### config.mk
export PLATFORM = sky130hd
export DESIGN_NAME = i2cFlagUnit
export DESIGN_NICKNAME = d
export VERILOG_FILES = /design/src/rtl/i2cFlagPkg.sv /design/src/rtl/i2cStickyBit.sv /design/src/rtl/i2cFlagCtrl.sv /design/src/rtl/i2cFlagPath.sv /design/src/rtl/i2cFlagUnit.sv
export SDC_FILE = /design/constraint.sdc
export NUM_CORES = 1
export LEC_CHECK = 0
export BUFFER_PORTS_ARGS = -buffer_cell sky130_fd_sc_hd__buf_2
export CAP_MARGIN = 20
export CORE_AREA = 2 2 39 41
export DETAILED_ROUTE_END_ITERATION = 8
export DIE_AREA = 0 0 41 43
export RECOVER_POWER = 25
export SLEW_MARGIN = 20
export SYNTH_ARGS = -nofsm -noshare
export SYNTH_HDL_FRONTEND = slang
export SYNTH_HIERARCHICAL = 1
export SYNTH_SLANG_ARGS = --single-unit
### constraint.sdc
create_clock -name clk -period 3.07 [get_ports clk]
set_clock_uncertainty 0.05 [all_clocks]
set_input_delay 0.307 -clock clk [delete_from_list [all_inputs] [get_ports clk]]
set_output_delay 0.307 -clock clk [all_outputs]
set_load 0.02 [all_outputs]
### src/rtl/i2cFlagPkg.sv
package i2cFlagPkg;
  localparam int STAT_W = 8;

  // Status word bit positions (software decodes these)
  localparam int B_SLV  = 0;
  localparam int B_NACK = 1;
  localparam int B_ARB  = 2;
  localparam int B_BUSY = 3;
  localparam int B_TX   = 4;
  localparam int B_IRQ  = 5;
  localparam int B_STOP = 6;
  localparam int B_GC   = 7;

  // Sticky flag slots inside the datapath
  localparam int S_IRQ  = 0;
  localparam int S_SEL  = 1;
  localparam int S_GC   = 2;
  localparam int S_STOP = 3;
  localparam int S_ARB  = 4;
  localparam int S_NACK = 5;
  localparam int STICKY_N = 6;

  typedef struct packed {
    logic setIrq;
    logic clrIrq;
    logic setSel;
    logic clrSel;
    logic setGc;
    logic setStop;
    logic setArb;
    logic setNack;
    logic clrNack;
    logic clrPhase;
  } flagCtlT;
endpackage

### src/rtl/i2cStickyBit.sv
module i2cStickyBit #(
  parameter bit SET_WINS = 1'b1
) (
  input  logic clk,
  input  logic rst,
  input  logic setIn,
  input  logic clrIn,
  output logic q
);
  generate
    if (SET_WINS) begin : g_setWins
      always_ff @(posedge clk) begin
        if (rst)        q <= 1'b0;
        else if (setIn) q <= 1'b1;
        else if (clrIn) q <= 1'b0;
      end
    end else begin : g_clrWins
      always_ff @(posedge clk) begin
        if (rst)        q <= 1'b0;
        else if (clrIn) q <= 1'b0;
        else if (setIn) q <= 1'b1;
      end
    end
  endgenerate
endmodule

### src/rtl/i2cFlagCtrl.sv
module i2cFlagCtrl
  import i2cFlagPkg::*;
(
  input  logic    evOwnAddr,
  input  logic    evGenCall,
  input  logic    evByteDone,
  input  logic    evStop,
  input  logic    evArbLost,
  input  logic    evNack,
  input  logic    evAck,
  input  logic    addrPhase,
  input  logic    isMaster,
  input  logic    ackEn,
  input  logic    gcEn,
  input  logic    statusRd,
  input  logic    slaveSel,
  output flagCtlT ctl
);
  logic ownOk, gcOk, byteOk, stopOk;

  always_comb begin
    // qualification of the interrupt sources
    ownOk  = evOwnAddr & ackEn;
    gcOk   = evGenCall & gcEn & ackEn;
    byteOk = evByteDone & (isMaster | slaveSel);
    stopOk = evStop & slaveSel;

    ctl          = '0;
    ctl.setIrq   = ownOk | gcOk | byteOk | stopOk;
    ctl.clrIrq   = statusRd;
    ctl.setSel   = ownOk | gcOk;
    ctl.clrSel   = stopOk | addrPhase;
    ctl.setGc    = gcOk;
    ctl.setStop  = stopOk;
    ctl.setArb   = evArbLost;
    ctl.setNack  = evNack;
    ctl.clrNack  = evAck;
    ctl.clrPhase = addrPhase;
  end
endmodule

### src/rtl/i2cFlagPath.sv
module i2cFlagPath
  import i2cFlagPkg::*;
(
  input  logic              clk,
  input  logic              rst,
  input  flagCtlT           ctl,
  input  logic              txMode,
  input  logic              busBusy,
  output logic [STAT_W-1:0] status,
  output logic              slaveSel
);
  logic [STICKY_N-1:0] setVec, clrVec, flagQ;
  logic txQ, busyQ;

  always_comb begin
    setVec = '0;
    clrVec = '0;
    setVec[S_IRQ]  = ctl.setIrq;   clrVec[S_IRQ]  = ctl.clrIrq;
    setVec[S_SEL]  = ctl.setSel;   clrVec[S_SEL]  = ctl.clrSel;
    setVec[S_GC]   = ctl.setGc;    clrVec[S_GC]   = ctl.clrPhase;
    setVec[S_STOP] = ctl.setStop;  clrVec[S_STOP] = ctl.clrPhase;
    setVec[S_ARB]  = ctl.setArb;   clrVec[S_ARB]  = ctl.clrPhase;
    setVec[S_NACK] = ctl.setNack;  clrVec[S_NACK] = ctl.clrNack;
  end

  genvar gi;
  generate
    for (gi = 0; gi < STICKY_N; gi++) begin : g_flag
      i2cStickyBit #(.SET_WINS(1'b1)) flag_i (
        .clk  (clk),
        .rst  (rst),
        .setIn(setVec[gi]),
        .clrIn(clrVec[gi]),
        .q    (flagQ[gi])
      );
    end
  endgenerate

  // level mirrors, one cycle behind the engine
  always_ff @(posedge clk) begin
    if (rst) begin
      txQ   <= 1'b0;
      busyQ <= 1'b0;
    end else begin
      txQ   <= txMode;
      busyQ <= busBusy;
    end
  end

  always_comb begin
    status         = '0;
    status[B_GC]   = flagQ[S_GC];
    status[B_STOP] = flagQ[S_STOP];
    status[B_IRQ]  = flagQ[S_IRQ];
    status[B_TX]   = txQ;
    status[B_BUSY] = busyQ;
    status[B_ARB]  = flagQ[S_ARB];
    status[B_NACK] = flagQ[S_NACK];
    status[B_SLV]  = flagQ[S_SEL];
  end

  assign slaveSel = flagQ[S_SEL];
endmodule

### src/rtl/i2cFlagUnit.sv
module i2cFlagUnit
  import i2cFlagPkg::*;
(
  input  logic       clk,
  input  logic       rst,
  input  logic       evOwnAddr,
  input  logic       evGenCall,
  input  logic       evByteDone,
  input  logic       evStop,
  input  logic       evArbLost,
  input  logic       evNack,
  input  logic       evAck,
  input  logic       addrPhase,
  input  logic       isMaster,
  input  logic       txMode,
  input  logic       busBusy,
  input  logic       ackEn,
  input  logic       gcEn,
  input  logic       statusRd,
  output logic [7:0] statusOut,
  output logic       irqOut
);
  flagCtlT           ctl;
  logic              slaveSel;
  logic [STAT_W-1:0] status;

  i2cFlagCtrl ctrl_i (
    .evOwnAddr (evOwnAddr),
    .evGenCall (evGenCall),
    .evByteDone(evByteDone),
    .evStop    (evStop),
    .evArbLost (evArbLost),
    .evNack    (evNack),
    .evAck     (evAck),
    .addrPhase (addrPhase),
    .isMaster  (isMaster),
    .ackEn     (ackEn),
    .gcEn      (gcEn),
    .statusRd  (statusRd),
    .slaveSel  (slaveSel),
    .ctl       (ctl)
  );

  i2cFlagPath path_i (
    .clk     (clk),
    .rst     (rst),
    .ctl     (ctl),
    .txMode  (txMode),
    .busBusy (busBusy),
    .status  (status),
    .slaveSel(slaveSel)
  );

  assign statusOut = status;
  assign irqOut    = status[B_IRQ];
endmodule

# ---- After elaboration in Yosys (flattened, before gate mapping)
# Index checks and enable logic that the tools add are counted.
dict set report word_totals {
  ff_bits 8
  inputBits 16
  output_inout_bits 9
  wordCells 34
}
dict set report op_classes {
  mux 10
  bitwise 10
  reduce_logical 6
}
# cell n
set op_table {}
lappend op_table {{2-bit nonzero test} 6}
lappend op_table {{1-bit two-way mux} 10}
lappend op_table {{1-bit bitwise AND} 5}
lappend op_table {{1-bit bitwise OR} 5}

# ---- Longest topological paths before layout
dict set report logic_depth {
  ltp_word 6
  depth_mapped 4
  ltp_nobuf 4
}

# ---- Hierarchy
# Netlist, hierarchy kept.
# module n_inst cells_per_inst area_per_inst_um2 seq_area_each_um2
set by_module_without_submodules {}
lappend by_module_without_submodules {i2cStickyBit 6 4 38.8 20.0}
lappend by_module_without_submodules {i2cFlagCtrl 1 16 101.3 0.0}
lappend by_module_without_submodules {i2cFlagPath 1 7 75.1 40.0}
lappend by_module_without_submodules {i2cFlagUnit 1 1 7.5 0.0}

# ---- Least setup slack after synthesis
# OpenSTA, ideal clock, no wires.
dict set report synth_path {
  path_type {reg2reg}
  start {reg path_i.g_flag[1].flag_i.q}
  end {reg path_i.g_flag[1].flag_i.q}
  setup_time_ns 0.066
  arrival_ns 0.912
  t_required_ns 2.954
  slack_ns 2.042
  stages_incl_launch_ff 5
  path_buffers 0
  synth_period_minus_slack_ns 1.028
  path_cell_list {dfxtp_1 -> and2_4 -> or2_1 -> nand2b_1 -> a21oi_2}
}
# item line
set synth_rtl {}
lappend synth_rtl {{start, declared} i2cStickyBit.sv:8} ;# output logic q
lappend synth_rtl {{start signal, assigned} i2cStickyBit.sv:13} ;# if (rst) q <= 1'b0;
lappend synth_rtl {{start signal, assigned} i2cStickyBit.sv:14} ;# else if (setIn) q <= 1'b1;
lappend synth_rtl {{start signal, assigned} i2cStickyBit.sv:15} ;# else if (clrIn) q <= 1'b0;

# ---- Worst setup path after layout
dict set report layout_path {
  start {reg path_i.g_flag[1].flag_i.q}
  end {out statusOut[0]}
}
# item line
set layout_rtl {}
lappend layout_rtl {{end, declared} i2cFlagUnit.sv:20} ;# output logic [7:0] statusOut,
# No word-level cell between the ends.

==> run summary <==
=================================================================================
Leakage power                                                            0.252 nW
Number of buffers and inverters on the critical path                            1
Via Count                                                                     320
IO Pins                                                                        25
Maximum number of pins on one net before global-route repair                    9
CP cell instances                                                           buf_2
Post-CTS Setup Inserts                                                          0
Tmin final                                                                1180 ps
Die ar.                                                              0.00176 sq mm
Total negative slack for setup checks                                        0 ps
CTS HTree Levels                                                                1
DIE WIDTH                                                                   41 um
Combined global-route utilization of all metal layers                       8.24%
Total of endpoints with negative setup slack in the final report                0
Required time of the critical path                                        2710 ps
Placeable Area                                                       0.00138 sq mm
DRC violation count after routing                                               0
Share of cells above drive strength 1                                       51.6%
Count of pins over their slew limit                                             0
Initial standard-cell utilization of the core                               30.1%
Nature of the critical path startpoint                                   register
Post-CTS resize count                                                           0
Clock tree root buffer cell                                          sky130_fd_sc_hd__clkbuf_4
CTS Hold Buffers Added                                                          0
Fin crit share                                                              38.3%
Area of the multi-input gates                                           148 sq um
Gr ovfl total                                                                   0
Fraction of post-synthesis cell area in the top cell type by area           38.4%
Type of the setup path with the least slack                               reg2out
Worst slew margin                                                           66.5%
Detailed-route vias per instance                                             4.00
P&R area growth vs syn                                                      18.9%
DIE HEIGHT                                                                  43 um
Critical path endpoint                                               statusOut[0]
Class of the worst hold path                                               in2reg
FF/Latch Area                                                           160 sq um
Flops & latches, synth                                                          8
Combined area of all synthesized cells                                  417 sq um
Register clock-pin slew on the reported worst setup and hold paths          50 ps
Setup slack after placement                                               1950 ps
Max FO, Critical Path                                                           5
Most frequent cells in the layout                                    sky130_fd_sc_hd__buf_2, sky130_fd_sc_hd__dfxtp_1, sky130_fd_sc_hd__inv_1, sky130_fd_sc_hd__nand2b_1, sky130_fd_sc_hd__a21oi_2
Maximum clock insertion buffer count                                            2
Register-to-register setup slack                                          1990 ps
Pre-Repair DR Iteration Count                                                   2
Wire length of the first global-routing pass                               959 um
Final estimated routing congestion in global placement                      0.603
Final hold vios                                                                 0
Top delay family on crit path                                          flip-flops
Post-detailed-route wirelength per cell                                   7.64 um
TritonCTS buffer count                                                          3
Fmax                                                                    0.850 GHz
Setup repair after global routing missed its margin                         false
Antenna violations before repair                                                0
Smallest setup slack after layout                                         1890 ps
Number of buffer cells added on primary ports                                  24
Unique cell type count in the Yosys netlist                                    12
Cells after synthesis                                                          48
Most common cell after layout, fill and taps aside                   sky130_fd_sc_hd__buf_2
Antenna cells                                                                   0
Launching element of the worst setup path                            path_i/g_flag[1].flag_i/q
NumNets Final                                                                  82
Number of warnings printed during yosys synthesis                               6
Portion of the post-synthesis area used by sequential elements              38.4%
Cell depth of the worst setup path                                              1
Count of nets left with antenna violations after detail routing                 0
Post-synthesis average cell area                                       8.68 sq um
Clock latency of the later-clocked register in the worst-skew pair         250 ps
Number of global-route vias before repair                                     250
Number of cell instances on the worst register-to-register path                 4
Number of nets produced by synthesis                                           64
Critical Path AT                                                           820 ps
Wire length reported by the detailed router                                611 um
Worst r2r dst                                                        path_i/g_flag[1].flag_i/q
VDD IR max                                                             0.000146 V
Element type at the critical path end                                  output pin
Result of the run                                                    finished clean
Detailed router's first-iteration violation count                               3
Worst Tran Pin Value                                                       502 ps
Total clock sinks                                                               8
Cell type contributing the most total cell area after synthesis      sky130_fd_sc_hd__dfxtp_1
Core Rows                                                                      14
Final-layout fill cell count                                                  147
Top cells by area, synth                                             sky130_fd_sc_hd__dfxtp_1, sky130_fd_sc_hd__buf_4, sky130_fd_sc_hd__a21oi_2
Power Density                                                         471 mW/mm^2
Start of the worst register-to-register path                         path_i/g_flag[1].flag_i/q
Clock tree from TritonCTS                                                     yes
Delay of the slowest critical-path stage                                   380 ps
Max-capacitance violation count                                                 0
Critical path's slowest cell                                         sky130_fd_sc_hd__dfxtp_1
=================================================================================
-- worst min-delay path by stage --
stage,from,end,cells past startpoint
after CTS,busBusy,path_i/busyQ,2
after detailed placement,path_i/g_flag[4].flag_i/q,path_i/g_flag[4].flag_i/q,2
after floorplan,rst,path_i/g_flag[0].flag_i/q,1
final,txMode,path_i/txQ,2
after global routing,txMode,path_i/txQ,2
after global placement,path_i/g_flag[5].flag_i/q,path_i/g_flag[5].flag_i/q,2
-- routing by layer --
metal / track usage (%) / share of wire [%]
met1: 11.0 / 47
met2: 10.3 / 42
met3: 3.14 / 11
met4: 6.00 / 0
met5: 0 / 0
-- flip-flops by register name, indices dropped and copies added, names as in the netlist --
signal	count
path_i/g_flag.flag_i/q	6
path_i/busyQ	1
path_i/txQ	1
-- metrics by stage --
| step | std cells | instance area [sq um] | hold slack (ps) | power [mW] | utilization [%] |
|---|---|---|---|---|---|
| 3_3_place_gp | 77 | 474 | 419 | 0.158 | 34.3 |
| 5_1_grt | 80 | 495 | 229 | 0.253 | 35.8 |
| 2_1_floorplan | 48 | 417 | 319 | 0.149 | - |
| 4_1_cts | 80 | 497 | 209 | 0.238 | 35.9 |
| 3_5_place_dp | 77 | 474 | 421 | 0.159 | 34.3 |
| 6_report | 80 | 495 | 216 | 0.233 | 35.8 |
-- synth_stat cells --
cell type                  count
sky130_fd_sc_hd__or2_1         1
sky130_fd_sc_hd__a21oi_2       6
sky130_fd_sc_hd__nand2b_1      6
sky130_fd_sc_hd__and2_4        1
sky130_fd_sc_hd__buf_4        11
sky130_fd_sc_hd__a21oi_1       2
sky130_fd_sc_hd__nor2b_1       2
sky130_fd_sc_hd__o22ai_1       1
sky130_fd_sc_hd__and3_1        1
sky130_fd_sc_hd__inv_1         7
sky130_fd_sc_hd__dfxtp_1       8
sky130_fd_sc_hd__nor2_1        2
-- logic make-up (layout without fill, tap and decap cells) --
logic type	after synthesis	after routing	share of synthesized area, %
buffers and inverters	18	34	26.1
and+or+nand+nor	13	13	18.9
AOI/OAI and AO/OA	9	9	16.5
DFF	8	8	38.4
-- power breakdown --
part	switching [mW]	total [mW]	leakage, nW	internal [mW]
clock network	0.0333	0.0779	0.0138	0.0446
registers	0.00292	0.113	0.0663	0.110
logic	0.0228	0.0424	0.172	0.0196
-- area by class of cell --
cell class / count / area share [%]
inverters: 7 / 5.30
multi-input cells: 22 / 29.8
repair buffers: 24 / 24.0
well taps: 16 / 4.04
flip-flops and latches: 8 / 32.3
clock buffers: 3 / 4.55
Power figures use the tool's default switching activity.
